### src/rtl/rotmask_pkg.sv
package rotmask_pkg;

  typedef enum logic [1:0] {
    OP_AND_IMM = 2'b00,
    OP_AND_REG = 2'b01,
    OP_INSERT  = 2'b10,
    OP_RSVD    = 2'b11
  } rm_op_e;

endpackage

### src/rtl/rotmask_mask_gen.sv
// Builds the 64-bit mask from begin/end indices counted from the word MSB.
// Three terms are summed; the carries out of the sum close the wrapped case.
module rotmask_mask_gen #(
  parameter int WORD_W = 32,
  localparam int DATA_W = 2 * WORD_W,
  localparam int IDX_W  = $clog2(WORD_W)
) (
  input  logic [IDX_W-1:0]  idx_begin,
  input  logic [IDX_W-1:0]  idx_end,
  output logic [DATA_W-1:0] mask
);

  localparam logic [DATA_W-1:0] LOW_ONES  = {{WORD_W{1'b0}}, {WORD_W{1'b1}}};
  localparam logic [DATA_W-1:0] TOP_FILL  = {{(WORD_W+1){1'b1}}, {(WORD_W-1){1'b0}}};

  logic [DATA_W-1:0] head_term;
  logic [DATA_W-1:0] tail_term;
  logic [DATA_W-1:0] carry_term;

  always_comb begin
    head_term  = LOW_ONES >> idx_begin;
    tail_term  = DATA_W'($signed(TOP_FILL) >>> idx_end);
    carry_term = DATA_W'(idx_end >= idx_begin);
    mask       = head_term + tail_term + carry_term;
  end

endmodule

### src/rtl/rotmask_rotator.sv
// Duplicates the word into both halves, then rotates left by a log-stage barrel.
module rotmask_rotator #(
  parameter int WORD_W = 32,
  localparam int DATA_W = 2 * WORD_W,
  localparam int IDX_W  = $clog2(WORD_W)
) (
  input  logic [WORD_W-1:0] word_in,
  input  logic [IDX_W-1:0]  amount,
  output logic [DATA_W-1:0] rotated
);

  logic [DATA_W-1:0] stage [IDX_W+1];

  assign stage[0] = {word_in, word_in};

  for (genvar k = 0; k < IDX_W; k++) begin : g_stage
    localparam int SH = 1 << k;
    assign stage[k+1] = amount[k]
                      ? {stage[k][DATA_W-SH-1:0], stage[k][DATA_W-1:DATA_W-SH]}
                      : stage[k];
  end

  assign rotated = stage[IDX_W];

endmodule

### src/rtl/rotmask_merge.sv
// Applies the mask according to the selected variant.
module rotmask_merge
  import rotmask_pkg::*;
#(
  parameter int DATA_W = 64
) (
  input  rm_op_e            op,
  input  logic [DATA_W-1:0] rotated,
  input  logic [DATA_W-1:0] mask,
  input  logic [DATA_W-1:0] old_val,
  output logic [DATA_W-1:0] merged
);

  always_comb begin
    unique case (op)
      OP_AND_IMM,
      OP_AND_REG: merged = rotated & mask;
      OP_INSERT:  merged = (old_val & ~mask) | (rotated & mask);
      default:    merged = '0;
    endcase
  end

endmodule

### src/rtl/rotmask_unit.sv
module rotmask_unit
  import rotmask_pkg::*;
#(
  parameter int WORD_W  = 32,
  parameter bit REG_OUT = 1'b1,
  localparam int DATA_W = 2 * WORD_W,
  localparam int IDX_W  = $clog2(WORD_W)
) (
  input  logic              clk,
  input  logic              rst_n,
  input  logic              op_valid,
  input  logic [1:0]        op_sel,
  input  logic [DATA_W-1:0] src_val,
  input  logic [DATA_W-1:0] old_val,
  input  logic [DATA_W-1:0] amt_reg,
  input  logic [IDX_W-1:0]  amt_imm,
  input  logic [IDX_W-1:0]  mask_begin,
  input  logic [IDX_W-1:0]  mask_end,
  output logic              res_valid,
  output logic [DATA_W-1:0] result
);

  // Reset: asserted asynchronously, released on the second clock edge.
  logic [1:0] rst_sync_q;
  logic       rst_int_n;

  always_ff @(posedge clk or negedge rst_n) begin
    if (!rst_n) rst_sync_q <= 2'b00;
    else        rst_sync_q <= {rst_sync_q[0], 1'b1};
  end
  assign rst_int_n = rst_sync_q[1];

  // Operand selection
  rm_op_e           op;
  logic [IDX_W-1:0] rot_amt;
  logic             unused_bits;

  assign op          = rm_op_e'(op_sel);
  assign rot_amt     = (op == OP_AND_REG) ? amt_reg[IDX_W-1:0] : amt_imm;
  assign unused_bits = ^{amt_reg[DATA_W-1:IDX_W], src_val[DATA_W-1:WORD_W]};

  logic [DATA_W-1:0] rot_w;
  logic [DATA_W-1:0] mask_w;
  logic [DATA_W-1:0] comb_res;

  rotmask_rotator #(.WORD_W(WORD_W)) u_rot (
    .word_in (src_val[WORD_W-1:0]),
    .amount  (rot_amt),
    .rotated (rot_w)
  );

  rotmask_mask_gen #(.WORD_W(WORD_W)) u_mask (
    .idx_begin (mask_begin),
    .idx_end   (mask_end),
    .mask      (mask_w)
  );

  rotmask_merge #(.DATA_W(DATA_W)) u_merge (
    .op      (op),
    .rotated (rot_w),
    .mask    (mask_w),
    .old_val (old_val),
    .merged  (comb_res)
  );

  if (REG_OUT) begin : g_reg_out
    logic [DATA_W-1:0] res_d, res_q;
    logic              vld_d, vld_q;

    always_comb begin
      vld_d = op_valid;
      res_d = res_q;
      if (op_valid) res_d = comb_res;
    end

    always_ff @(posedge clk or negedge rst_int_n) begin
      if (!rst_int_n) begin
        res_q <= '0;
        vld_q <= 1'b0;
      end else begin
        res_q <= res_d;
        vld_q <= vld_d;
      end
    end

    assign result    = res_q;
    assign res_valid = vld_q;
  end else begin : g_comb_out
    assign result    = comb_res;
    assign res_valid = op_valid;
  end

endmodule

### config.mk
export PLATFORM = sky130hd
export DESIGN_NAME = rotmask_unit
export DESIGN_NICKNAME = d
export VERILOG_FILES = /design/src/rtl/rotmask_pkg.sv /design/src/rtl/rotmask_mask_gen.sv /design/src/rtl/rotmask_rotator.sv /design/src/rtl/rotmask_merge.sv /design/src/rtl/rotmask_unit.sv
export SDC_FILE = /design/constraint.sdc
export NUM_CORES = 1
export LEC_CHECK = 0
export BUFFER_PORTS_ARGS = -buffer_cell sky130_fd_sc_hd__buf_4
export CELL_PAD_IN_SITES_DETAIL_PLACEMENT = 0
export CELL_PAD_IN_SITES_GLOBAL_PLACEMENT = 1
export CORE_MARGIN = 2
export CORE_UTILIZATION = 37
export DETAILED_ROUTE_END_ITERATION = 6
export PLACE_DENSITY_LB_ADDON = 0.05
export SLEW_MARGIN = 20
export SYNTH_ARGS = -nofsm -noshare
export SYNTH_HDL_FRONTEND = slang
export SYNTH_SLANG_ARGS = --single-unit
### constraint.sdc
create_clock -name clk -period 2.2 [get_ports clk]
set_input_delay 0.11 -clock clk [delete_from_list [all_inputs] [get_ports clk]]
set_output_delay 0.11 -clock clk [all_outputs]
set_load 0.05 [all_outputs]
==> results.json <==
{
  "cts_max_level": 3,
  "worstPathMaxFanout": 3,
  "antenna_found_initial": 0,
  "wl_met1_mm": 14.80,
  "wl_met2_mm": 13.66,
  "cts.clk_slew.worst_paths_ps": 70,
  "ys_top_cells_by_area": "dfrtp_1 (22%), mux2i_1 (12%), a211oi_1 (6.7%), ha_1 (6.4%), a21oi_1 (5.1%)",
  "hold_viol": 1,
  "drtIter0Drc": 506,
  "synth_common_cells": "mux2i_1 (89), a21oi_1 (76), nand2_1 (70)",
  "gp_congestion": 0.8934,
  "fin_skew_ps": 13.93,
  "cellPowerDensity_nw_per_um2": 691.0,
  "tightest_slew_ps": 652.7,
  "final.setup.worst_slack_ps": -840.7,
  "crit_arrival_ps": 3300,
  "port_buffers": 185,
  "setup_viol": 61,
  "wl_per_cell_um": 18.97,
  "syn-cell-area_um2": 7462,
  "hold_path_class": "input port to flip-flop",
  "cp-end-kind": "flip-flop",
  "slew_headroom_pct": 55.24,
  "cts_buffer_depth": 2,
  "clock.fmax_mhz": 328.9,
  "die_h_um": 146.0,
  "tritoncts": "done",
  "ys_ff_latch": 67,
  "viasPerCell": 5.516,
  "drtAntennaViolNets": 0,
  "post-route-period-util_pct": 138.2,
  "synth_most_common_cell": "mux2i_1",
  "synth-edff-count": 0,
  "ys_async_sr_fraction_pct": 100.0,
  "yosysWarnings": 0,
  "cts_root_buf": "clkbuf_16",
  "yosysTopAreaCell": "dfrtp_1",
  "yosys_most_used_dff": "dfrtp_1",
  "syn_area_per_cell_um2": 8.102,
  "rsz0062_at_grt": "true",
  "grt_overflow": 0,
  "post_dp_cell_area_um2": 11160,
  "grt_first_pass_wirelength_mm": 46.41,
  "highest_layer": "met4",
  "vias": 8941,
  "cp_data_required_time_ps": 2460,
  "cts_buffers": 9,
  "synth_compound_area_share_pct": 31.82,
  "cts.sinks": 67,
  "rows": 51,
  "postLayoutCellArea_um2": 12890,
  "grt_use_total_pct": 27.04,
  "start_kind": "input port",
  "leakagePower_nw": 6.252,
  "fin_nets": 1602,
  "drv_cap": 0,
  "routed-wl-met3_mm": 1.819,
  "whs_ps": -0.1182,
  "initial_utilization_pct": 37.97,
  "die_x_um": 146.0,
  "coreArea_um2": 19650,
  "syn_nets": 1172,
  "area_growth_syn_to_layout_pct": 72.79,
  "synth_top_family_by_area": "compound AO/OA/AOI/OAI gates",
  "drc": 0,
  "peakVddDrop_mv": 0.5501,
  "grt_pass1_vias": 8518,
  "violations": "hold timing, setup timing",
  "synth_adder_area_share_pct": 6.640,
  "fin_crit_ps": 3041,
  "antenna_cells": 0,
  "synthSimpleGateAreaFrac_pct": 14.84,
  "critPathKind": "input port to flip-flop",
  "synth.top_cell.area_share_pct": 22.47,
  "synth_cells": 921,
  "io_pins": 277,
  "dr.pass1.iters": 4,
  "ys_seq_area_share_pct": 22.47,
  "synth_mux_area_share_pct": 13.90,
  "synth_xor_area_share_pct": 3.052,
  "wirelength_mm": 30.75,
  "outcome": "finished with violations",
  "grt_start_max_net_pins": 40,
  "drive_gt1_share_pct": 50.59,
  "synth_cell_types": 69,
  "drv_slew": 0,
  "dieArea_um2": 21320,
  "hpwl_mm": 23.59,
  "clock_latency_ps": 340,
  "tns_ps": -38690
}
-- what timing repair did --
action                                 4_1_cts  5_1_grt
hold buffers                                 6        0
cloned                                       0        7
pin swaps                                   60       57
setup endpoints to repair                   64       64
setup buffers                                6       16
endpoints found under the hold margin        7        0
resized for setup                           77      123
-- stage by stage --
stage,utilization (%),total power [mW],cells,worst slack (ps)
after floorplan,-,4.446,921,-1017
after global placement,56.79,6.430,1577,-1262
after detailed placement,56.79,6.454,1577,-1355
after CTS,60.94,8.417,1600,-828.9
after global routing,65.60,9.314,1621,-1074
final,65.60,8.909,1621,-840.7
-- worst paths after layout --
kind / start / endpoint / slack [ps] / cells past startpoint
min in group asynchronous: rst_n / rst_sync_q[1] / 70 / 2
hold / removal: old_val[2] / result[2] / -0.1 / 3
hold reg to reg: rst_sync_q[1] / result[52] / 280 / 0
setup / recovery: mask_end[0] / result[30] / -840 / 21
max in group asynchronous: rst_sync_q[1] / result[35] / 1280 / 1
setup reg to reg: rst_sync_q[1] / result[35] / 1280 / 1
-- cells by family after synthesis --
group / after synthesis
adder cells (fa/ha/maj): 39
multiplexers: 101
XOR/XNOR: 26
flip-flops: 67
other: 1
AND/OR/NAND/NOR: 230
AO/OA/AOI/OAI: 334
buffers and inverters: 123
-- layout make-up --
| type | count | area, µm² |
|---|---|---|
| Clock buffer | 10 | 229.0 |
| Fill cell | 1720 | 6760 |
| Clock inverter | 6 | 115.1 |
| Timing Repair Buffer | 489 | 3991 |
| Inverter | 52 | 197.7 |
| Multi-Input combinational cell | 732 | 6351 |
| Tap cell | 265 | 331.6 |
| Sequential cell | 67 | 1678 |
-- cell usage in the layout, fill, tap and decap left out, types with 20 or more instances in the layout --
cell	n
inv_1	48
a211oi_2	23
o21ai_0	21
ha_1	34
and3_1	22
a21oi_1	51
dfrtp_1	66
a21o_1	38
buf_4	451
o221ai_2	20
nor2_1	26
nand3_2	20
mux2i_1	76
nand2_1	68
nand3_1	26
a21oi_2	22
a211oi_1	45
-- per-layer routing --
layer | up-vias | GRT usage, %
li1 | 4340 | -
met1 | 4291 | 39.86
met2 | 281 | 41.79
met3 | 29 | 4.844
met4 | 0 | 4.806
met5 | - | 0
-- power breakdown --
group	internal [mW]	leakage, nW	switching, mW
clock	1.11	0.163	0.591
sequential	1.50	0.859	0.188
combinational	2.40	5.23	3.11
total	5.02	6.25	3.89
-- worst max-delay path, stage by stage --
cell and delay (ps):
buf_8 100, inv_4 50, ha_4 190, nand2b_4 130
a21oi_2 110, nor2b_1 50, o21ai_1 120, nand2b_1 80
a21oi_2 160, ha_2 200, inv_2 40, fa_2 360
a21oi_4 150, o22a_1 170, a21oi_2 90, nand4_1 210
nand2_1 110, a211o_1 310, a31oi_2 220, xnor2_1 150
mux2i_1 190
-- state kept, by name, indices dropped and copies added (netlist names) --
name / cells
res_valid: 1
rst_sync_q: 2
result: 64
Power figures use the tool's default switching activity.
